<file path="config.mk">
export PLATFORM = sky130hd
export DESIGN_NAME = i2c_reg_target
export DESIGN_NICKNAME = d
export VERILOG_FILES = /design/src/rtl/i2c_tgt_pkg.sv /design/src/rtl/i2c_line_filter.sv /design/src/rtl/i2c_bus_events.sv /design/src/rtl/i2c_byte_engine.sv /design/src/rtl/i2c_reg_target.sv
export SDC_FILE = /design/constraint.sdc
export NUM_CORES = 1
export LEC_CHECK = 0
export ABC_AREA = 1
export BUFFER_PORTS_ARGS = -buffer_cell sky130_fd_sc_hd__clkbuf_2
export CORE_MARGIN = 2
export CORE_UTILIZATION = 40
export DETAILED_ROUTE_END_ITERATION = 7
export GPL_ROUTABILITY_DRIVEN = 0
export HOLD_SLACK_MARGIN = 0.06
export SLEW_MARGIN = 5
export SYNTH_ARGS = -nofsm -noshare
export SYNTH_HDL_FRONTEND = slang
export SYNTH_HIERARCHICAL = 1
export SYNTH_SLANG_ARGS = --single-unit
</file>
<file path="constraint.sdc">
create_clock -name clk_i -period 4.2 [get_ports clk_i]
set_input_delay 0.42 -clock clk_i [delete_from_list [all_inputs] [get_ports clk_i]]
set_output_delay 0.42 -clock clk_i [all_outputs]
set_load 0.1 [all_outputs]
</file>
<file path="src/rtl/i2c_tgt_pkg.sv">
`timescale 1ns/1ps
package i2c_tgt_pkg;
  localparam int BYTE_W = 8;
  localparam int CNT_W  = 4;
  localparam logic [5:0] TGT_ADDR_HI = 6'b010110;

  typedef enum logic [2:0] {
    ST_IDLE,
    ST_RX,
    ST_ACK_DRV,
    ST_TX,
    ST_ACK_CHK,
    ST_WAIT
  } tgt_state_e;

  typedef enum logic [1:0] {
    PH_ADDR,
    PH_SUB,
    PH_DATA
  } byte_phase_e;
endpackage

</file>
<file path="src/rtl/i2c_line_filter.sv">
`timescale 1ns/1ps
module i2c_line_filter #(
  parameter int SYNC_LEN = 2,
  parameter int FILT_LEN = 3
) (
  input  logic clk_i,
  input  logic rst_ni,
  input  logic line_i,
  output logic line_o
);
  logic [SYNC_LEN-1:0] sync_q;
  logic [FILT_LEN-1:0] hist_q;

  always_ff @(posedge clk_i or negedge rst_ni) begin
    if (!rst_ni) begin
      sync_q <= '1;
      hist_q <= '1;
      line_o <= 1'b1;
    end else begin
      sync_q <= {sync_q[SYNC_LEN-2:0], line_i};
      hist_q <= {hist_q[FILT_LEN-2:0], sync_q[SYNC_LEN-1]};
      // output moves only when the whole window agrees
      if (&hist_q)       line_o <= 1'b1;
      else if (~|hist_q) line_o <= 1'b0;
    end
  end
endmodule

</file>
<file path="src/rtl/i2c_bus_events.sv">
`timescale 1ns/1ps
module i2c_bus_events (
  input  logic clk_i,
  input  logic rst_ni,
  input  logic scl_i,
  input  logic sda_i,
  output logic scl_rise_o,
  output logic scl_fall_o,
  output logic start_o,
  output logic stop_o
);
  logic scl_q, sda_q;

  always_ff @(posedge clk_i or negedge rst_ni) begin
    if (!rst_ni) begin
      scl_q <= 1'b1;
      sda_q <= 1'b1;
    end else begin
      scl_q <= scl_i;
      sda_q <= sda_i;
    end
  end

  assign scl_rise_o = scl_i & ~scl_q;
  assign scl_fall_o = ~scl_i & scl_q;
  assign start_o    = scl_i & scl_q & sda_q & ~sda_i;
  assign stop_o     = scl_i & scl_q & ~sda_q & sda_i;
endmodule

</file>
<file path="src/rtl/i2c_byte_engine.sv">
`timescale 1ns/1ps
module i2c_byte_engine
  import i2c_tgt_pkg::*;
#(
  parameter int ADDR_W = 8
) (
  input  logic              clk_i,
  input  logic              rst_ni,
  input  logic              en_i,
  input  logic              addr_lsb_i,
  input  logic              scl_rise_i,
  input  logic              scl_fall_i,
  input  logic              start_i,
  input  logic              stop_i,
  input  logic              sda_i,
  output logic              sda_pull_o,
  output logic              we_o,
  output logic [ADDR_W-1:0] waddr_o,
  output logic [BYTE_W-1:0] wdata_o,
  output logic [ADDR_W-1:0] ptr_o,
  input  logic [BYTE_W-1:0] rdata_i
);
  localparam logic [CNT_W-1:0] BIT_FULL = CNT_W'(BYTE_W);
  localparam logic [CNT_W-1:0] BIT_LAST = CNT_W'(BYTE_W - 1);

  tgt_state_e          state_q;
  byte_phase_e         phase_q;
  logic [CNT_W-1:0]    cnt_q;
  logic [BYTE_W-1:0]   rx_q;
  logic [BYTE_W-1:0]   tx_q;
  logic [ADDR_W-1:0]   ptr_q;
  logic                rd_q;
  logic                acked_q;
  logic                addr_hit;

  assign addr_hit = (rx_q[BYTE_W-1:1] == {TGT_ADDR_HI, addr_lsb_i});
  assign ptr_o    = ptr_q;

  always_ff @(posedge clk_i or negedge rst_ni) begin
    if (!rst_ni) begin
      state_q    <= ST_IDLE;
      phase_q    <= PH_ADDR;
      cnt_q      <= '0;
      rx_q       <= '0;
      tx_q       <= '0;
      ptr_q      <= '0;
      rd_q       <= 1'b0;
      acked_q    <= 1'b0;
      sda_pull_o <= 1'b0;
      we_o       <= 1'b0;
      waddr_o    <= '0;
      wdata_o    <= '0;
    end else begin
      we_o <= 1'b0;
      if (!en_i || stop_i) begin
        state_q    <= ST_IDLE;
        sda_pull_o <= 1'b0;
      end else if (start_i) begin
        state_q    <= ST_RX;
        phase_q    <= PH_ADDR;
        cnt_q      <= '0;
        sda_pull_o <= 1'b0;
      end else begin
        unique case (state_q)
          ST_RX: begin
            if (scl_rise_i && cnt_q != BIT_FULL) begin
              rx_q  <= {rx_q[BYTE_W-2:0], sda_i};
              cnt_q <= cnt_q + 1'b1;
            end else if (scl_fall_i && cnt_q == BIT_FULL) begin
              cnt_q <= '0;
              unique case (phase_q)
                PH_ADDR: begin
                  if (addr_hit) begin
                    rd_q       <= rx_q[0];
                    sda_pull_o <= 1'b1;
                    state_q    <= ST_ACK_DRV;
                  end else begin
                    state_q <= ST_WAIT;
                  end
                end
                PH_SUB: begin
                  ptr_q      <= rx_q[ADDR_W-1:0];
                  sda_pull_o <= 1'b1;
                  state_q    <= ST_ACK_DRV;
                end
                default: begin
                  we_o       <= 1'b1;
                  waddr_o    <= ptr_q;
                  wdata_o    <= rx_q;
                  ptr_q      <= ptr_q + 1'b1;
                  sda_pull_o <= 1'b1;
                  state_q    <= ST_ACK_DRV;
                end
              endcase
            end
          end
          ST_ACK_DRV: begin
            if (scl_fall_i) begin
              cnt_q <= '0;
              if (phase_q == PH_ADDR && rd_q) begin
                phase_q    <= PH_DATA;
                tx_q       <= rdata_i;
                sda_pull_o <= ~rdata_i[BYTE_W-1];
                state_q    <= ST_TX;
              end else begin
                phase_q    <= (phase_q == PH_ADDR) ? PH_SUB : PH_DATA;
                sda_pull_o <= 1'b0;
                state_q    <= ST_RX;
              end
            end
          end
          ST_TX: begin
            if (scl_fall_i) begin
              if (cnt_q == BIT_LAST) begin
                sda_pull_o <= 1'b0;
                ptr_q      <= ptr_q + 1'b1;
                state_q    <= ST_ACK_CHK;
              end else begin
                tx_q       <= {tx_q[BYTE_W-2:0], 1'b0};
                sda_pull_o <= ~tx_q[BYTE_W-2];
                cnt_q      <= cnt_q + 1'b1;
              end
            end
          end
          ST_ACK_CHK: begin
            if (scl_rise_i) acked_q <= ~sda_i;
            if (scl_fall_i) begin
              cnt_q <= '0;
              if (acked_q) begin
                tx_q       <= rdata_i;
                sda_pull_o <= ~rdata_i[BYTE_W-1];
                state_q    <= ST_TX;
              end else begin
                state_q <= ST_WAIT;
              end
            end
          end
          default: ;
        endcase
      end
    end
  end
endmodule

</file>
<file path="src/rtl/i2c_reg_target.sv">
`timescale 1ns/1ps
module i2c_reg_target
  import i2c_tgt_pkg::*;
#(
  parameter int ADDR_W   = 8,
  parameter int SYNC_LEN = 2,
  parameter int FILT_LEN = 3
) (
  input  logic              clk_i,
  input  logic              rst_ni,
  input  logic              en_i,
  input  logic              addr_lsb_i,
  input  logic              scl_i,
  input  logic              sda_i,
  output logic              sda_pull_o,
  output logic              reg_we_o,
  output logic [ADDR_W-1:0] reg_waddr_o,
  output logic [BYTE_W-1:0] reg_wdata_o,
  output logic [ADDR_W-1:0] reg_raddr_o,
  input  logic [BYTE_W-1:0] reg_rdata_i
);
  localparam int N_LINES = 2;

  logic [N_LINES-1:0] line_raw;
  logic [N_LINES-1:0] line_filt;
  logic scl_filt, sda_filt;
  logic scl_rise, scl_fall, start_det, stop_det;

  assign line_raw = {scl_i, sda_i};

  for (genvar g = 0; g < N_LINES; g++) begin : g_line
    i2c_line_filter #(
      .SYNC_LEN(SYNC_LEN),
      .FILT_LEN(FILT_LEN)
    ) u_filt (
      .clk_i (clk_i),
      .rst_ni(rst_ni),
      .line_i(line_raw[g]),
      .line_o(line_filt[g])
    );
  end

  assign scl_filt = line_filt[1];
  assign sda_filt = line_filt[0];

  i2c_bus_events u_events (
    .clk_i     (clk_i),
    .rst_ni    (rst_ni),
    .scl_i     (scl_filt),
    .sda_i     (sda_filt),
    .scl_rise_o(scl_rise),
    .scl_fall_o(scl_fall),
    .start_o   (start_det),
    .stop_o    (stop_det)
  );

  i2c_byte_engine #(
    .ADDR_W(ADDR_W)
  ) u_engine (
    .clk_i     (clk_i),
    .rst_ni    (rst_ni),
    .en_i      (en_i),
    .addr_lsb_i(addr_lsb_i),
    .scl_rise_i(scl_rise),
    .scl_fall_i(scl_fall),
    .start_i   (start_det),
    .stop_i    (stop_det),
    .sda_i     (sda_filt),
    .sda_pull_o(sda_pull_o),
    .we_o      (reg_we_o),
    .waddr_o   (reg_waddr_o),
    .wdata_o   (reg_wdata_o),
    .ptr_o     (reg_raddr_o),
    .rdata_i   (reg_rdata_i)
  );
endmodule

</file>
=== Word-level counts from Yosys, hierarchy flattened ===
Index checks and enable logic that the tools add are counted.

* Register bits: 66
* Bits of input ports: 14

* Add/sub/neg operators: 2
* Eq/ne operators: 33
* Multiplexer cells: 61
* Bitwise logic cells: 17
* Reduce and logical (&&, ||, !) cells: 28

{| class="wikitable"
|+ Operators with widths
! cell !! count
|-
| two-way mux 7 bit || 6
|-
| two-way mux 3 bit || 11
|-
| two-way mux 8 bit || 4
|-
| one-hot mux 8 bit (2 select lines) || 2
|-
| != test 4 x 2 -> 1 bit (second input constant) || 7
|-
| two-way mux 4 bit || 6
|-
| two-way mux 1 bit || 22
|-
| one-hot mux 7 bit (3 select lines) || 1
|-
| != test 2 x 1 -> 1 bit (second input constant) || 9
|-
| AND reduction 8 bit || 2
|-
| AND reduction 7 bit || 2
|-
| two-way mux 2 bit || 6
|-
| one-hot mux 3 bit (4 select lines) || 1
|-
| one-hot mux 4 bit (3 select lines) || 1
|-
| AND reduction 6 bit || 2
|-
| inverter 1 bit || 10
|-
| AND reduction 3 bit || 3
|-
| AND reduction 9 bit || 1
|-
| adder 8 x 1 -> 8 bit (second input constant) || 1
|-
| AND reduction 4 bit || 2
|-
| bitwise AND 1 bit || 7
|-
| == test 7 x 6 -> 1 bit || 1
|-
| == test 3 x 2 -> 1 bit (second input constant) || 2
|-
| != test 2 bit (second input constant) || 3
|-
| other kinds (23) || 29
|}

=== Longest topological paths before layout ===
Gate-level depths: netlist of the first run.

* Depth in word-level cells: 8
* Gate-level depth with buffers: 13
* Depth with buffers taken out: 12

=== By module ===
The synthesis of the first run kept the hierarchy.

{| class="wikitable"
|+ By module, submodules not included
! module !! times used !! cells each !! area each (sq um) !! sequential area each (sq um)
|-
| i2c_byte_engine || 1 || 359 || 2781.4 || 1301.2
|-
| i2c_line_filter || 2 || 14 || 188.9 || 157.7
|-
| i2c_bus_events || 1 || 13 || 93.8 || 52.6
|}

=== Worst setup path after synthesis of the first run ===
Ideal clock, no wire load.

* Path type: reg2reg
* From: reg u_engine.ptr_q[1], in the netlist u_engine/ptr_o[1]
* To: reg u_engine.ptr_q[6], in the netlist u_engine/ptr_o[6]
* Setup time: 0.125 ns
* Arrival: 1.874 ns
* Data required time: 4.075 ns
* Path slack: 2.200 ns
* Stages on the path, launching flop included: 9
* Buffers on the path: 0
* Period minus slack after synthesis: 2.000 ns
* Cell sequence: dfrtp_1 ha_1 nand3_1 nor2_1 nand2_1 nand2_1 nand3_1 nand3_1 o21ai_1

* Word-level cells in the longest chain between the ends: 5
* Elaborated cells on any way between the ends: 7

{| class="wikitable"
|+ RTL lines
! item !! RTL line !! text
|-
| from (decl) || i2c_byte_engine.sv:31 || <nowiki>logic [ADDR_W-1:0] ptr_q;</nowiki>
|-
| from (signal assigned) || i2c_byte_engine.sv:82 || <nowiki>ptr_q <= rx_q[ADDR_W-1:0];</nowiki>
|-
| from (signal assigned) || i2c_byte_engine.sv:90 || <nowiki>ptr_q <= ptr_q + 1'b1;</nowiki>
|-
| from (signal assigned) || i2c_byte_engine.sv:116 || <nowiki>ptr_q <= ptr_q + 1'b1;</nowiki>
|-
| adder 8 x 1 -> 8 bit * || i2c_byte_engine.sv:90, i2c_byte_engine.sv:116 ||
|-
| one-hot mux 8 bit (2 select lines) || i2c_byte_engine.sv:71 || <nowiki>unique case (phase_q)</nowiki>
|-
| two-way mux 8 bit || i2c_byte_engine.sv:69 || <nowiki>end else if (scl_fall_i && cnt_q == BIT_FULL) begin</nowiki>
|-
| two-way mux 8 bit || i2c_byte_engine.sv:66 || <nowiki>if (scl_rise_i && cnt_q != BIT_FULL) begin</nowiki>
|-
| one-hot mux 8 bit (2 select lines) * || i2c_byte_engine.sv:64 || <nowiki>unique case (state_q)</nowiki>
|}

Every way passes the cells marked *; elsewhere a longest branch is shown, timed or not. The select of a mux whose other input is x is not followed.
A chain may end at the register's enable or synchronous reset.

=== Worst setup path after layout of the first run ===
* From: reg g_line[1].u_filt.line_o
* To: reg u_engine.sda_pull_o

* Elaborated cells on any way between the ends: 22

{| class="wikitable"
|+ RTL lines
! item !! RTL line !! text
|-
| from (decl) || i2c_line_filter.sv:9 || <nowiki>output logic line_o</nowiki>
|-
| from (signal assigned) || i2c_line_filter.sv:18 || <nowiki>line_o <= 1'b1;</nowiki>
|-
| from (signal assigned) || i2c_line_filter.sv:23 || <nowiki>if (&hist_q) line_o <= 1'b1;</nowiki>
|-
| from (signal assigned) || i2c_line_filter.sv:24 || <nowiki>else if (~|hist_q) line_o <= 1'b0;</nowiki>
|-
| bitwise AND 1 bit * (3 in series) || i2c_bus_events.sv:26 || <nowiki>assign start_o = scl_i & scl_q & sda_q & ~sda_i;</nowiki>
|-
| named net start_det || i2c_reg_target.sv:27 || <nowiki>logic scl_rise, scl_fall, start_det, stop_det;</nowiki>
|-
| != test 5 x 3 -> 1 bit (no source line) (tied with other cells) || n/a ||
|-
| AND reduction 8 bit (no source line) / two-way mux 1 bit (equally long branches) || n/a ||
|-
| to (signal assigned) || i2c_byte_engine.sv:103 || <nowiki>sda_pull_o <= ~rdata_i[BYTE_W-1];</nowiki>
|-
| to (signal assigned) || i2c_byte_engine.sv:120 || <nowiki>sda_pull_o <= ~tx_q[BYTE_W-2];</nowiki>
|-
| to (signal assigned) || i2c_byte_engine.sv:131 || <nowiki>sda_pull_o <= ~rdata_i[BYTE_W-1];</nowiki>
|-
| to (decl) || i2c_byte_engine.sv:16 || <nowiki>output logic sda_pull_o,</nowiki>
|}

The timed path passes the listed nets; every way through them passes the cells marked *.

==> summary by stage, run 1 <==
Status
The flow ran to the end, and the final reports show no timing, DRC or antenna violations.

Timing
For the final database, setup skew stands at ~0.012 ns. Static timing analysis puts the maximum clock frequency at between 400 and 500 MHz. The clock period minus worst slack is roughly 2.4 ns. Setup repair after global routing left no endpoint under its margin. Setup violations remaining at the end of the flow were counted as 0. The final cycle utilization of the critical path is between 50% and 60%.

Headroom to the max-slew limit came out at between 40% and 50%. Adding up every negative setup slack in the final design gives 0 ns. The number of hold violations in the final report is 0. The actual transition at the worst max-transition pin is roughly 0.79 ns.

The number of max-slew violations in the final report is 0.

Yosys
After Yosys synthesis, and, or, nand and nor cells account for 24.6% of the synthesized area. The number of distinct library cells after synthesis is 32. The most used flip-flop cell after synthesis is sky130_fd_sc_hd__dfrtp_1. The synthesized design contains 0 enable-type register cells.

The number of cells produced by synthesis is 400. The fraction of synthesis flops using an asynchronous set or reset pin is between 90% and 100%. Summing the areas of all compound-gate instances in the mapped netlist gives between 10% and 20% of the synthesized area. Yosys printed 6 warnings.

The mapped netlist covers approximately 0.0033 sq mm. The main combinational cell family by area after synthesis is simple AND/OR/NAND/NOR gates. Of the total synthesized cell area, the portion taken by XOR and XNOR cells is 0.538%. The share of cell area taken by muxes after synthesis is less than 1%.

After synthesis the netlist holds a flip-flop and latch count of 66. The top cell type's share of synthesized area is about two fifths. The adder and majority gate portion of the synthesized area is approximately 1.2%. The average instance in the mapped netlist occupies around 8.1 sq um. Synthesis produced a netlist with a net count of approximately 420.

In the post-synthesis netlist, the biggest area contributors are sky130_fd_sc_hd__dfrtp_1 40%, sky130_fd_sc_hd__nand2_1 12%, sky130_fd_sc_hd__dfstp_2 11%. The largest total area in the synthesized netlist belongs to sky130_fd_sc_hd__dfrtp_1. The share of the yosys chip area belonging to registers is 51.3%.

Power
The peak supply drop is approximately 0.00026 V. The total power is between 2 and 2.5 mW. For this design the ratio of total power to cell area is around 630 mW/mm^2.

The static leakage is around 1.9 nW.

Drt
The detail route stage leaves a number of antenna-violating nets equal to 0. After detailed routing, the wire length on met1 is ~3.4 mm. The overall routed net length is a little under 7 mm. The met3 wire length is approximately 200 um. The residual DRC count is 0. The wire length on met2 is 3.18 mm. The final route contains roughly 2700 vias. The uppermost layer routed is met4. After the first detailed-routing iteration, the DRC count stood at 147.

After detailed routing, the average wire length per cell comes to about 12 um. The detail-routed via count per cell is a little under 5. The first detailed-routing pass ran for 4 iterations.

Final layout
The net total in the final layout is 460. Measured on the finished design, the core utilization comes to a little under half. The number of antenna diodes is 0. The post-route netlist has between 20% and 30% of its cells at a drive strength greater than 1. The layout-stage area growth over the synthesis result is 14.8%. Registers take about 0.0017 sq mm. After filler insertion, the fill cell instance count of the layout stands at ~760. The multi-input combinational cells in the finished layout cover a total of between 0.001 and 0.0015 sq mm.

Clock network
The longest clock path from root to sink contains 2 buffers. For this design, the sink count on the clock tree is 66. The post-CTS setup repair buffer count is 0. For the worst-skew pair, the clock arrives at the later sink with an insertion delay of between 0.3 and 0.4 ns. The clock tree synthesis step divided the H-tree into 3 levels. Gates resized during post-CTS repair numbered 0. The number of CTS-inserted buffers is 9.

Hold repair after CTS inserted 0 buffers. The clock-pin transition on the worst setup and hold timing paths is about 0.08 ns. The cell sitting at the root of the clock tree is a sky130_fd_sc_hd__clkbuf_8.

TritonCTS built the clock tree.

GRT
The number of global-route vias before repair is 2637. The first-pass GRT wire length is around 12 mm. The number of antenna violations at the first check in global routing is 0. Entering global routing, the biggest net connects 39 pins. In the global route stage, overall resource usage came out at between 10% and 20%. The total congestion overflow is 0.

Setup path
Across all register-to-register paths, the minimum setup slack is between 1.5 and 2 ns. The endpoint of the worst register-to-register path is u_engine/sda_pull_o. The cell type group with the largest total delay on the critical path is simple AND/OR/NAND/NOR gates. The highest-delay cell along the critical path is sky130_fd_sc_hd__dfstp_2. Of all nets on the critical path, the largest fanout is 17. The largest stage delay on the critical path is between 0.5 and 0.6 ns. STA classifies the critical path startpoint as a flop. The start-to-end type of the worst setup path is flop to flop.

The path depth of the worst reg2reg path is 11. The most frequent cell on the critical path is sky130_fd_sc_hd__nand2_1. The signal on the critical path passes through nand2_1 -> nor2_1 -> inv_2 -> nand2_1 -> inv_2 -> nand2_1 -> nand2_1 -> inv_1 -> nand3_1 -> nand2_1 -> nand2_1.

Counting both buffers and inverters, the worst setup path holds a total of 3. The required time of the critical path is approximately 4.4 ns. STA classifies the critical path endpoint as a flop.

STA puts the critical path data arrival time at about 2.6 ns. The worst reg2reg path startpoint is g_line[1].u_filt/line_o.

Die
The core area is 0.00781 sq mm. The die width is around 94 um. The number of rows in the core area is 32.

The y dimension of the die is around 94 um. The boundary pin count is 40. The die area is ~0.0089 sq mm. For this configuration, the core starts out at a cell density of 41.7%.

Place
The count of buffers added on input and output ports is 39. The HPWL after detailed placement is 4.85 mm.

Flow run
Across the run, the number of max-cap violations was 0.

Hold path
The worst hold path belongs to the class input pin to asynchronous set/reset pin.
[worst register-to-register path: cells and delay by family (launching register included)]
family                 cells  cell delay, ns
buffers and inverters      3            0.38
flip-flops                 1            0.58
AND/OR/NAND/NOR            8            1.32
[area by class of cell]
type                       instances  share of cell area [%]
inverter                          61                    6.13
clock inverter                     6                    1.74
tap                              102                    3.42
clock buffer                      10                    3.69
multi-input combinational        265                    34.9
sequential                        66                    44.7
timing repair buffer              40                    5.43
[cell families (layout without fill, tap and decap cells)]
kind of cell,Yosys count,count (layout)
AND/OR/NAND/NOR,179,179
AO/OA/AOI/OAI,80,80
buffers and inverters,69,117
flip-flops,66,66
adder cells (fa/ha/maj),3,3
XOR/XNOR,2,2
multiplexers,1,1
[Yosys cell counts, types with 3 or more instances]
cell type / instances
sky130_fd_sc_hd__a21oi_2: 5
sky130_fd_sc_hd__o21ai_1: 14
sky130_fd_sc_hd__nand2_1: 105
sky130_fd_sc_hd__nand3_1: 28
sky130_fd_sc_hd__a21oi_1: 5
sky130_fd_sc_hd__dfrtp_1: 52
sky130_fd_sc_hd__dfstp_2: 14
sky130_fd_sc_hd__nor2_1: 28
sky130_fd_sc_hd__nand3_2: 4
sky130_fd_sc_hd__inv_2: 7
sky130_fd_sc_hd__nand4_1: 5
sky130_fd_sc_hd__inv_1: 54
sky130_fd_sc_hd__o21ai_0: 51
sky130_fd_sc_hd__ha_1: 3
sky130_fd_sc_hd__buf_2: 5
[worst max path at each step]
stage / startpoint / end / slack [ns] / cells after the start
global route: g_line[1].u_filt/line_o / u_engine/waddr_o[4] / 1.53 / 7
CTS: g_line[1].u_filt/line_o / u_engine/sda_pull_o / 1.79 / 11
detailed placement: g_line[1].u_filt/line_o / u_engine/sda_pull_o / 1.80 / 11
global placement: g_line[1].u_filt/line_o / u_engine/sda_pull_o / 1.83 / 11
floorplan: u_engine/ptr_o[1] / u_engine/ptr_o[6] / 2.20 / 8
finish: g_line[1].u_filt/line_o / u_engine/sda_pull_o / 1.82 / 11
[flip-flops by register name, summed over array words and instances, names as in the netlist, 2 cells and up]
signal and flops:
u_engine/tx_q 7, u_engine/rx_q 8, u_engine/waddr_o 8, g_line.u_filt/sync_q 4, u_engine/wdata_o 8, u_engine/ptr_o 8
g_line.u_filt/line_o 2, u_engine/state_q 3, u_engine/cnt_q 4, u_engine/phase_q 2, g_line.u_filt/hist_q 6
[per-stage QoR]
stage	instance area (sq um)	std cells	setup slack [ns]	hold slack [ns]
3_5_place_dp	3530	534	1.80	0.347
5_1_grt	3730	550	1.53	0.127
4_1_cts	3730	550	1.79	0.133
6_report	3730	550	1.82	0.124
2_1_floorplan	3250	400	2.20	0.124
3_3_place_gp	3530	534	1.83	0.345
[layout by cell type (no fill, tap or decap), types with 2 or more instances in the layout]
cell	synthesis	final
sky130_fd_sc_hd__nor2_1	28	28
sky130_fd_sc_hd__ha_1	3	3
sky130_fd_sc_hd__dfrtp_1	52	52
sky130_fd_sc_hd__nand3b_1	2	2
sky130_fd_sc_hd__o21ai_1	14	14
sky130_fd_sc_hd__clkinv_2	0	2
sky130_fd_sc_hd__nand3_2	4	4
sky130_fd_sc_hd__a21oi_2	5	5
sky130_fd_sc_hd__nand3_1	28	28
sky130_fd_sc_hd__inv_2	7	7
sky130_fd_sc_hd__nand2_1	105	105
sky130_fd_sc_hd__inv_1	54	54
sky130_fd_sc_hd__a21oi_1	5	5
sky130_fd_sc_hd__nand4_1	5	5
sky130_fd_sc_hd__clkbuf_8	0	10
sky130_fd_sc_hd__dfstp_2	14	14
sky130_fd_sc_hd__clkbuf_2	0	38
sky130_fd_sc_hd__nor2_4	2	2
sky130_fd_sc_hd__o21ai_0	51	51
[metal layers]
layer  vias to the layer above  track usage (%)
met3                         2             4.74
met4                         0             4.35
met2                        46             27.8
met5                         -                0
li1                       1367                -
met1                      1262             23.2
[where the power goes]
group,total [mW],internal (mW),switching (mW)
combinational,0.941,0.231,0.710
sequential,0.874,0.771,0.103
clock,0.540,0.291,0.248
total,2.35,1.29,1.06
Note: power is estimated with default switching activity, not from simulation.
==> inputs of run 2 (changes only) <==
ABC_AREA = 0   (was 1)
clock period = 2.2 ns   (was 4.2 ns; I/O delays follow)
==> summary by stage, run 2 <==
Timing
The final setup violation count is 0. The clock period minus worst slack is about 2.1 ns. The worst setup slack after layout is between 0.08 and 0.09 ns.

On the final layout, the worst hold slack is roughly 0.11 ns. The number of hold violations in the final report is 0. The setup TNS is 0 ns. The worst clock skew is ~0.010 ns. The highest clock rate is 473 MHz. Measured against its own limit, the worst slew margin works out to roughly 60%. Setup repair after global routing left no endpoint under its margin.

The final cycle utilization of the critical path is 96.2%. The number of max-slew violations in the final report is 0. At the pin with the least slew margin, the transition time is ~0.61 ns.

GRT
The total congestion overflow is 0. Entering global routing, the biggest net connects 44 pins. The number of antenna violations at the first check in global routing is 0.

The first-pass GRT wire length is between 10 and 15 mm. For this run, the total global-route usage over all layers was measured as between 15 and 20%. The number of global-route vias before repair is roughly 2400.

Clock network
Clock tree synthesis selected as its root buffer the cell sky130_fd_sc_hd__clkbuf_8. Counting every sink on the clock net gives 66. TritonCTS built the clock tree.

The clock-pin transition on the worst setup and hold timing paths is 0.07 ns. The post-CTS setup repair buffer count is 0. CTS built an H-tree with a depth of 3.

In this run, CTS created clock tree buffers numbering 9. The maximum count of clock buffers along a single path is 2. The clock insertion delay at the later pin of the skew report is ~0.34 ns.

Drt
The detail route stage leaves a number of antenna-violating nets equal to 0. The detailed-route wire length per cell is around 15 um. For this block, the initial DRC count from the detailed router was roughly 210. The residual DRC count is 0. The final layout contains routed wiring with a total length of between 6 and 7 mm. The first-pass detailed-route iteration total is 4. The detail-routed via count per cell is between 5 and 6.

The overall via count from detail_route is between 2000 and 2500.

Final layout
The fraction of layout instances using a drive strength above 1 is 38.6%. The count of placed standard cells in the final layout, fillers left out is ~450. In the final design database the tool counted roughly 360 nets. The most frequent standard cell in the layout excluding fill and tap cells is sky130_fd_sc_hd__dfrtp_1.

The number of antenna diodes is 0. The layout-stage area growth over the synthesis result is 19.7%. The top cell types in the final layout, fill and taps aside, are 52 x sky130_fd_sc_hd__dfrtp_1, 38 x sky130_fd_sc_hd__clkbuf_2, 33 x sky130_fd_sc_hd__mux2_2, 19 x sky130_fd_sc_hd__a21oi_1, 17 x sky130_fd_sc_hd__nand2_1. The share of the core filled with cells is 50.0%. The final design instance area without fill is 0.00390 sq mm.

Die
In this run the vertical extent of the chip is roughly 94 um. For this configuration, the core starts out at a cell density of about two fifths. The number of rows in the core area is 32. The core area is 0.00781 sq mm.

In this run the horizontal extent of the chip is 94.3 um. 40 I/O pins were placed. The die area is 0.00889 sq mm.

Yosys
The mapped netlist covers approximately 0.0033 sq mm. The number of distinct library cells after synthesis is 56. The number of nets produced by synthesis is around 300.

The share of the Yosys chip area taken by registers is 51.2%. The number of cells produced by synthesis is between 200 and 300. The fraction of synthesis flops using an asynchronous set or reset pin is 100%. The most used flip-flop cell after synthesis is sky130_fd_sc_hd__dfrtp_1. The most common cell in the synthesized netlist is sky130_fd_sc_hd__dfrtp_1. The top cell type's share of synthesized area is 39.9%. The number of synthesized flops with an enable pin is 0. The Yosys step of the flow raised 6 warnings.

In the post-synthesis netlist, the biggest area contributors are sky130_fd_sc_hd__dfrtp_1 40%, sky130_fd_sc_hd__mux2_2 11%, sky130_fd_sc_hd__dfstp_2 11%. The synthesized area per cell is around 11 sq um. sky130_fd_sc_hd__dfrtp_1 takes more of the synthesized area than any other cell. By count the netlist is led by 52 x sky130_fd_sc_hd__dfrtp_1, 33 x sky130_fd_sc_hd__mux2_2, 19 x sky130_fd_sc_hd__a21oi_1, 17 x sky130_fd_sc_hd__nand2_1, 16 x sky130_fd_sc_hd__o21ai_0. Synthesis inferred 66 register bits.

Setup path
For this run, the slowest stage of the critical path takes about 0.47 ns. The critical path capture point type is a flop. The arrival time at the worst endpoint is between 2 and 2.5 ns. In this run the worst path has a maximum fanout of 5. At the worst endpoint, the required time is around 2.5 ns. The start-to-end type of the worst setup path is flop to flop. The worst setup path is launched from a flop. Traced cell by cell, the critical path runs through inv_1 -> ha_1 -> and3b_1 -> o31ai_2 -> or4b_1 -> o211ai_1 -> a32o_1. On the critical path, the stage with the largest delay is an instance of sky130_fd_sc_hd__or4b_1.

Power
The share of total power dissipated in combinational logic is between 20% and 30%. The total power per unit cell area is slightly below 800 mW/mm^2. The total internal power is roughly 2.0 mW.

Power comes to approximately 3 mW. The share of total power dissipated in the clock network is 28.9%. Across the VDD grid, the largest voltage drop is between 0.0004 and 0.0005 V.

Per report_power, the sequential group accounts for a little under half of the total. The switching power as a share of total power is around 35%. The static leakage is around 1.9 nW. The net switching power figure is between 1 and 1.5 mW.

Place
The cell area after placement is between 0.003 and 0.004 sq mm. Once detailed placement completed, the half-perimeter wirelength came to ~4.8 mm. The count of buffers from port buffering is 39.

The instance count after placement with tap cells included is between 400 and 500. The minimum setup slack after placement is a little under 0.1 ns.

Status
The run finished with clean final reports.

Hold path
The worst hold path belongs to the class input pin to flop.

Flow run
The number of maximum-capacitance violations is 0.
## run 2: cell types whose count changed after synthesis, moves of 6 or more
cell | before | now
sky130_fd_sc_hd__o21ai_0 | 51 | 16
sky130_fd_sc_hd__nor2_1 | 28 | 10
sky130_fd_sc_hd__nand3_1 | 28 | 11
sky130_fd_sc_hd__mux2_2 | 0 | 33
sky130_fd_sc_hd__o21ai_1 | 14 | 4
sky130_fd_sc_hd__a21oi_1 | 5 | 19
sky130_fd_sc_hd__clkbuf_1 | 1 | 7
sky130_fd_sc_hd__inv_2 | 7 | 0
sky130_fd_sc_hd__nand2_1 | 105 | 17
sky130_fd_sc_hd__inv_1 | 54 | 11
sky130_fd_sc_hd__nor2b_1 | 0 | 9
sky130_fd_sc_hd__o21a_1 | 0 | 7
## run 2: path summary, 6_finish.rpt
path / endpoint / start / cells after the start / slack [ns]
max: u_engine/cnt_q[2] / u_engine/cnt_q[0] / 7 / 0.08
min: u_engine/tx_q[0] / reg_rdata_i[0] / 3 / 0.11
max reg2reg: u_engine/cnt_q[2] / u_engine/cnt_q[0] / 7 / 0.08
min reg2reg: g_line[0].u_filt/sync_q[1] / g_line[0].u_filt/sync_q[0] / 0 / 0.36
max in group asynchronous: g_line[1].u_filt/sync_q[0] / rst_ni / 3 / 1.10
min in group asynchronous: u_engine/tx_q[1] / rst_ni / 2 / 0.42
## run 2: logic make-up (layout without fill, tap and decap cells)
kind of cell	Yosys count	after routing	share of synthesized area (%)
xor+xnor	2	2	0.538
mux	39	39	13.3
buf+inv	24	87	3.65
flops	66	66	51.2
simple gates	86	86	16.4
fa+ha+maj	3	3	1.15
compound gates	67	67	13.8
## run 2: area by class of cell
type                       count  area, sq um
clock buffer                  10          138
inverter                      11         41.3
tap                          102          128
sequential                    66         1670
clock inverter                 5         30.0
fill                         739         3910
timing repair buffer          61          405
multi-input combinational    197         1490
## run 2: metal layers
metal | track usage [%] | share of wire (%) | vias up
met5 | 0 | 0 | -
met4 | 7.00 | 1.6 | 0
met3 | 3.45 | 3.3 | 9
met2 | 25.8 | 49 | 48
met1 | 22.3 | 46 | 1224
li1 | - | - | 1168
## run 2: power by group through the flow
stage	sequential [mW]	clock, mW	combinational [mW]
2_1_floorplan	1.53	0	0.433
3_3_place_gp	1.47	0	0.691
3_5_place_dp	1.47	0	0.698
4_1_cts	1.45	0.926	0.704
5_1_grt	1.47	0.978	0.790
6_report	1.45	0.883	0.717
## run 2: timing repair
action | in CTS | in global routing
hold endpoints to repair | 25 | 0
endpoints found under the setup margin | 0 | 16
hold buffers | 3 | 0
resized for setup | 0 | 4
## run 2: critical path, delay by kind of cell (launching register included)
family	cells	cell delay, ns
AO/OA/AOI/OAI	3	0.62
adder cells (fa/ha/maj)	1	0.24
buffers and inverters	1	0.08
flip-flops	1	0.38
AND/OR/NAND/NOR	2	0.73
==> inputs of run 3 (changes only) <==
GPL_TIMING_DRIVEN = 0   (was not set)
==> summary by stage, run 3 (synthesis results as in run 2) <==
Power
Of the total power, the share spent switching nets is between 30% and 40%. The combinational cell fraction of total power is 23.4%. In this run the power density over the cells is a little over 800 mW/mm^2.

The peak supply drop is ~0.0005 V. The net switching power figure is approximately 1.1 mW. The static leakage is approximately 1.9 nW. The share of power burned in registers is between 40 and 50%. Cell internal power was estimated by the tool at 2.13 mW. Per report_power, the clock group accounts for 31.7% of the total.

Die
The floorplan step defined a die boundary enclosing roughly 0.009 sq mm. The boundary pin count is 40. The initial utilization of the core area, before any placement, comes to between 40% and 50%. The die width is between 90 and 100 um.

In this run the standard cell core region covers around 0.0078 sq mm. The y dimension of the die is around 94 um. The floorplan has 32 rows.

Final layout
The library cells used most frequently in the layout, excluding fill and tap cells, are 52 x sky130_fd_sc_hd__dfrtp_1, 39 x sky130_fd_sc_hd__clkbuf_2, 33 x sky130_fd_sc_hd__mux2_2, 19 x sky130_fd_sc_hd__a21oi_1, 17 x sky130_fd_sc_hd__nand2_1. Summing all multi-input logic gate instances after layout gives about 0.0015 sq mm. In the final layout, flip-flops and latches occupy approximately 0.0017 sq mm. From synthesis to final layout, the design area changed by 21.9%.

The most frequent standard cell in the layout excluding fill and tap cells is sky130_fd_sc_hd__dfrtp_1. The number of antenna diodes is 0. The final-layout fill cell count is 700. For this run, the number of standard cells in the final layout without fillers is about 460.

The fraction of layout instances using a drive strength above 1 is approximately 39%. The final design instance area without fill is between 0.003 and 0.004 sq mm. The net total in the final layout is 366.

Setup path
The top fanout value on the critical path is 9. The start-to-end type of the worst setup path is flop to flop. STA puts the critical path data arrival time at between 2 and 2.5 ns.

The category of the worst setup path launch point is a flop. STA puts the critical path data required time at between 2 and 2.5 ns. The critical path capture point type is a flop.

Flow run
Max-cap violations in this run came to 0.

Timing
In the final timing run, aggregate negative setup slack is 0 ns. The highest clock rate is around 470 MHz. Setup violations remaining at the end of the flow were counted as 0. Setup repair after global routing left no endpoint under its margin. The final cycle utilization of the critical path is slightly below 100%. The actual transition at the worst max-transition pin is 0.545 ns. The clock period minus worst slack is approximately 2.1 ns. In this run the tightest slew margin relative to its limit is between 60% and 70%. The number of hold violations in the final report is 0.

The worst hold-check slack is 0.103 ns. Clock skew on the completed layout was measured at about 0.014 ns. The number of max-slew violations in the final report came to 0.

Drt
The residual DRC count is 0. In the final routed layout, each cell accounts on average for roughly 15 um. The first-pass detailed-route iteration total is 4. The detail-routed via count per cell is 5.36. The count of antenna-violating nets left after detailed routing is 0.

The overall via count from detail_route is approximately 2400. The violation count after the first detailed-route iteration is 187. The routed design has 6.80 mm of wire.

GRT
The number of global-route vias before repair is 2411. The number of antenna violations at the first check in global routing is 0. The first-pass GRT wire length is between 10 and 15 mm. Global routing finished with a remaining overflow of 0. The total track usage is between 10% and 20%. Entering global routing, the biggest net connects 47 pins.

Place
Input and output buffers added on the ports amount to 39. The instance count after placement with tap cells included is between 400 and 500. The cell area after placement is around 0.0036 sq mm.

The HPWL after detailed placement is roughly 4.7 mm.

Clock network
The maximum count of clock buffers along a single path is 2. The clock insertion delay at the later pin of the skew report is between 0.3 and 0.4 ns. The clock drives 66 sinks. The number of H-tree branching levels is 3. The clock root buffer master is sky130_fd_sc_hd__clkbuf_8. The number of CTS-inserted buffers is 9. The TritonCTS clock tree is built. After clock tree synthesis, the clock-pin slew on the worst setup and hold paths is 0.07 ns.

Hold path
The class of the worst hold path is input pin to flop.

Status
The flow ran to the end, and the final reports show no timing, DRC or antenna violations.
[run 3: cell types whose count changed in the layout (fill, tap and decap cells not counted), moves of 3 or more]
cell / previous run / this run
sky130_fd_sc_hd__buf_12: 3 / 0
sky130_fd_sc_hd__buf_6: 0 / 3
sky130_fd_sc_hd__buf_4: 16 / 11
sky130_fd_sc_hd__clkbuf_1: 0 / 6
[run 3: worst paths after layout]
check / from / to / slack (ns) / cells after the start
worst max-delay path: g_line[0].u_filt/line_o / u_engine/rd_q / 0.06 / 5
worst min-delay path: reg_rdata_i[0] / u_engine/tx_q[0] / 0.10 / 3
worst max register to register: g_line[0].u_filt/line_o / u_engine/rd_q / 0.06 / 5
worst min register to register: g_line[1].u_filt/sync_q[1] / g_line[1].u_filt/hist_q[0] / 0.36 / 0
max in group asynchronous: rst_ni / g_line[0].u_filt/sync_q[0] / 1.28 / 3
min in group asynchronous: rst_ni / u_engine/tx_q[1] / 0.33 / 2
[run 3: area by class of cell]
cell class,count,share of cell area [%]
Sequential cell,66,42.0
Multi-Input combinational cell,197,38.6
Timing Repair Buffer,52,8.13
Clock buffer,12,3.65
Tap cell,102,3.21
Buffer,12,1.98
Clock inverter,4,1.32
Inverter,11,1.04
[run 3: power groups by stage]
stage	sequential [mW]	combinational, mW	clock (mW)
floorplan	1.53	0.433	0
global placement	1.44	0.692	0
detailed placement	1.44	0.713	0
CTS	1.43	0.730	1.06
global route	1.46	0.836	1.12
finish	1.44	0.750	1.02
[run 3: timing repair]
| action | 4_1_cts | 5_1_grt |
|---|---|---|
| resized for setup | 7 | 12 |
| hold endpoints to repair | 22 | 0 |
| hold buffers | 3 | 0 |
| setup endpoints to repair | 40 | 29 |
| pin swaps | 5 | 2 |
| buffers inserted | 6 | 3 |
[run 3: critical path, cell delays in order, from the launching register on]
cell	delay (ns)
sky130_fd_sc_hd__dfstp_2	0.59
sky130_fd_sc_hd__and4b_2	0.33
sky130_fd_sc_hd__nand2b_4	0.20
sky130_fd_sc_hd__nor3_4	0.28
sky130_fd_sc_hd__nor4b_4	0.27
sky130_fd_sc_hd__mux2_2	0.36
[run 3: per-layer routing]
layer	up-vias	wire [um]	GRT usage (%)
met5	-	0	0
met4	0	169	8.94
met3	15	192	3.37
met2	49	3190	26.3
met1	1201	3250	22.7
li1	1181	-	-
[run 3: stage by stage]
step	util (%)	power, mW	setup WS (ns)
2_1_floorplan	-	1.97	0.0780
3_3_place_gp	45.9	2.13	-0.300
3_5_place_dp	46.3	2.16	-0.295
4_1_cts	50.1	3.22	0.0137
5_1_grt	50.9	3.41	0.00292
6_report	50.9	3.21	0.0639
